File: config.mk
export PLATFORM = sky130hd
export DESIGN_NAME = i2s_tx
export DESIGN_NICKNAME = d
export VERILOG_FILES = /design/src/rtl/i2s_tx.sv
export SDC_FILE = /design/constraint.sdc
export NUM_CORES = 1
export LEC_CHECK = 0
export BUFFER_PORTS_ARGS = -buffer_cell sky130_fd_sc_hd__buf_2
export CAP_MARGIN = 20
export CORE_UTILIZATION = 56
export DETAILED_ROUTE_END_ITERATION = 8
export GPL_ROUTABILITY_DRIVEN = 0
export PLACE_DENSITY = 0.77
export REMOVE_ABC_BUFFERS = 1
export SYNTH_ARGS = -nofsm -noshare
export SYNTH_HDL_FRONTEND = slang
export SYNTH_SLANG_ARGS = --single-unit
File: constraint.sdc
create_clock -name bck -period 5.4 [get_ports bck]
set_input_delay 0.54 -clock bck [delete_from_list [all_inputs] [get_ports bck]]
set_output_delay 0.54 -clock bck [all_outputs]
set_load 0.02 [all_outputs]
File: src/rtl/i2s_tx.sv
module i2s_tx #(
  parameter int MAX_WORD = 16,
  parameter int CNT_W    = 6,
  localparam int WL_W    = $clog2(MAX_WORD + 1)
) (
  input  logic                bck,
  input  logic                rst_n,
  input  logic [CNT_W-1:0]    half_len,
  input  logic [WL_W-1:0]     word_len,
  input  logic                justify,
  input  logic [MAX_WORD-1:0] left_word,
  input  logic [MAX_WORD-1:0] right_word,
  output logic                ws,
  output logic                sd,
  output logic                sd_oe,
  output logic                frame_irq
);

  logic [CNT_W-1:0]    cnt;
  logic                first;
  logic [MAX_WORD-1:0] cur, held_r;

  wire                wrap        = first | (cnt == half_len - 1'b1);
  wire [CNT_W-1:0]    pos         = wrap ? '0 : cnt + 1'b1;
  wire                frame_start = wrap & ws;
  wire [MAX_WORD-1:0] word        = !wrap ? cur : (ws ? left_word : held_r);

  wire [CNT_W-1:0]    lag     = justify ? pos : pos - 1'b1;
  wire                in_word = (justify || pos != '0) && (lag < CNT_W'(word_len));
  wire [WL_W-1:0]     idx     = word_len - WL_W'(1) - lag[WL_W-1:0];
  wire [MAX_WORD-1:0] shifted = word >> idx;

  always_ff @(negedge bck or negedge rst_n) begin
    if (!rst_n) begin
      cnt       <= '0;
      first     <= 1'b1;
      ws        <= 1'b1;
      sd        <= 1'b0;
      sd_oe     <= 1'b0;
      frame_irq <= 1'b0;
      cur       <= '0;
      held_r    <= '0;
    end else begin
      first     <= 1'b0;
      cnt       <= pos;
      if (wrap) ws <= ~ws;
      frame_irq <= frame_start & ~first;
      if (wrap) cur <= word;
      if (frame_start) held_r <= right_word;
      sd        <= in_word & shifted[0];
      sd_oe     <= in_word;
    end
  end

endmodule

==> summary.txt <==
Status
  • Outcome: complete, but fails checks
  • Failing checks: DRC, setup timing

Route
  • Vias: 2,234
  • Drt pass-1 iters: 6
  • Post-Route WL: 6510 um
  • Routed vias/inst: 5.63
  • Detail Route Antenna Nets: 0
  • DRC: 4
  • Wire per inst: 16.4 um
  • Number of DRC markers in iteration 0: 130

Synthesis
  • Syn avg cell area: 10.1 sq um
  • Most common flop cell mapped by yosys: dfrtn_1
  • Mapped Area: 2670 sq um
  • Post-synth ARST share: 100%
  • Post-synthesis sequential area ratio: 40.4%
  • EDFF count, synth: 0
  • Cells after Synth: 264
  • Synthesized flop and latch total: 43
  • Synthesis Warnings: 0
  • Number of library cell types mapped by synthesis: 48

Pwr
  • Leak: 0.00171 uW
  • VDD IR max: 0.285 mV
  • PwrDens: 393 nW/um^2

STA
  • Final worst setup slack: -1.15 ns
  • Layout Skew: 0.0583 ns
  • Slew Limit Fails: 0
  • Final setup viols: 2
  • Unrepaired setup endpoints after global routing: yes
  • Least-Margin Pin Slew: 0.969 ns
  • Max-slew headroom: 35.4%
  • Hold Fails Final Rpt: 0

Cells and area
  • Fillers: 277
  • Fraction of layout cells with a size suffix above 1: 44.3%
  • Commonest non-fill, non-tap cell in the layout: buf_2
  • Commonest cells after routing, fill and taps aside: 47 x buf_2, 41 x dfrtn_1, 24 x nor2_1, 24 x buf_4, 23 x mux2_2
  • Synth-to-Final Area Change: 33.2%
  • Nets: 402
  • Final core utilization: 79.4%
  • Antenna diodes: 0
  • Post-route cell area: 3550 sq um

CTS
  • CTS Buf Count: 5
  • H-tree depth: 2
  • Clk_lat worst skew: 0.36 ns
  • CTS root buf: clkbuf_8
  • # hold bufs at CTS: 0
  • TritonCTS clock tree: done
  • Clock sinks: 43
  • Clock Tree Buf Depth: 2
  • Clock transition at path regs: 0.05 ns

GRT
  • Largest net degree at the start of global routing: 44
  • Initial antenna violation count: 0
  • Vias in the first global route: 2,330
  • Overflow left after global routing: 0
  • Global-route wire length before repair: 10,000 um
  • GRT Overall Usage: 25.9%

Worst hold path
  • Hold path depth: 1
  • Worst min-delay path category: register to register
  • Hold Crit Start: held_r[15]$_DFFE_NN0P_
  • Worst Hold Path EP: held_r[15]$_DFFE_NN0P_

Critical path
  • Reg2Reg Depth: 18
  • Delay-heaviest family, CP: compound AO/OA/AOI/OAI gates
  • Reg-to-reg setup timing slack: 1.65 ns
  • Worst path depth: 19
  • Slowest stage delay, CP: 0.49 ns
  • R2R Path End: sd$_DFF_NN0_
  • WP data arrival: 4.18 ns
  • Worst-path cell chain: buf_6 > or3_4 > o31a_1 > nor4_4 > a21o_1 > nor2_4 > inv_2 > ha_4 > nor2_2 > a21o_1 > fa_2 > buf_12 > nor2_2 > nand2_1 > a211oi_2 > a31oi_1 > o311a_1 > o221ai_1 > o2111a_1
  • Slowest CP cell: fa_2
  • Worst reg2reg startpoint: cnt[5]$_DFF_NN0_
  • Crit-path max FO: 5
  • CP Buf/Inv Count: 3
  • Crit path required time: 3.04 ns
  • Worst setup EP type: register
  • Critical path type: input pin to register
  • Crit start category: input pin

Die
  • I/O pins: 50
  • Die area: 5040 sq um
  • Num rows: 24
  • Die X: 71.0 um
  • Initial core utilization: 59.6%
  • Die Y: 71.0 um
  • Core footprint: 4470 sq um

Place
  • DP HPWL: 4110 um
  • Dpl ws: -1.52 ns
  • IO Port Bufs: 49
  • Area post-placement: 3140 sq um

Job
  • Maxcap violations: 0
## power by group
| group | leakage [uW] | switching [uW] | internal (uW) | total, uW |
|---|---|---|---|---|
| combinational | 0.00114 | 313 | 358 | 671 |
| sequential | 0.000515 | 58.0 | 459 | 517 |
| clock | 0.0000603 | 117 | 90.9 | 208 |
## cells in the mapped netlist, types with 2 or more instances
cell      instances  area, sq um
a211o_1           3         26.3
a211oi_1          4         30.0
a21o_1            4         30.0
a21oi_1          11         55.1
a22o_1            2         17.5
a31oi_1           2         12.5
and2_1            2         12.5
buf_2             4         20.0
clkbuf_1          6         22.5
dfrtn_1          41         1030
dfstp_2           2         52.6
ha_1             11          138
inv_1            20         75.1
mux2_2           23          259
mux2i_1          14          140
mux4_2            3         67.6
nand2_1          22         82.6
nand2b_1          3         18.8
nand3_1           4         20.0
nand4_1           2         12.5
nor2_1           28          105
nor2b_1           3         18.8
nor4_1            2         12.5
o21ai_0           6         30.0
o21ai_1           2         10.0
o221ai_1          2         17.5
xnor2_1          10         87.6
xor2_1            8         70.1
## per-layer routing
layer / wire (um) / global-route usage, % / part of all wire (%)
met1: 2740 / 31.3 / 42
met2: 3320 / 45.7 / 51
met3: 333 / 5.41 / 5.1
met4: 116 / 9.33 / 1.8
met5: 0 / 0 / 0
## stage by stage
| stage | power [uW] | std cells | hold WS [ns] | TNS (ns) |
|---|---|---|---|---|
| after floorplan | 909 | 252 | 0.398 | -9.60 |
| after global placement | 1070 | 381 | 0.426 | -4.70 |
| after detailed placement | 1100 | 381 | 0.447 | -5.21 |
| after CTS | 1360 | 393 | 0.450 | -1.43 |
| after global routing | 1490 | 397 | 0.466 | -2.09 |
| final | 1400 | 397 | 0.449 | -1.83 |
## registers in the layout (all words and copies together) (netlist names)
register,count
ws,1
cnt,6
cur,16
frame_irq,1
sd_oe,1
sd,1
held_r,16
first,1
## what timing repair did
| item | 4_1_cts | 5_1_grt |
|---|---|---|
| pin swaps | 20 | 7 |
| endpoints found under the hold margin | 0 | 0 |
| setup endpoints to repair | 2 | 2 |
| buffers inserted | 3 | 4 |
| resized for setup | 38 | 18 |
## cell type report
class                   count  area [sq um]  share of cell area, %
clock buffers               5          68.8                   1.94
clock inverters             5          22.5                  0.634
inverters                  19          76.3                   2.15
multi-input cells         189          1660                   46.8
flip-flops and latches     43          1080                   30.4
well taps                  52          65.1                   1.83
repair buffers             84           579                   16.3
## kinds of logic (layout without fill, tap and decap cells)
logic type | after synthesis | in the layout | share of synthesized area, %
flops | 43 | 43 | 40.4
xor+xnor | 18 | 18 | 5.91
simple gates | 74 | 74 | 13.7
buf+inv | 32 | 113 | 5.11
fa+ha+maj | 12 | 12 | 5.91
compound gates | 44 | 44 | 11.3
other cells | 1 | 1 | 0.141
mux | 40 | 40 | 17.5
## how the worst max path moves through the flow
stage / start / to / slack (ns)
final: half_len[1] / sd$_DFF_NN0_ / -1.15
after global placement: half_len[1] / sd$_DFF_NN0_ / -1.39
after detailed placement: half_len[1] / sd$_DFF_NN0_ / -1.52
after floorplan: half_len[1] / sd$_DFF_NN0_ / -1.95
after global routing: half_len[1] / sd$_DFF_NN0_ / -1.27
after CTS: half_len[1] / sd$_DFF_NN0_ / -0.94
No activity file was read; power rests on OpenSTA's default activity.
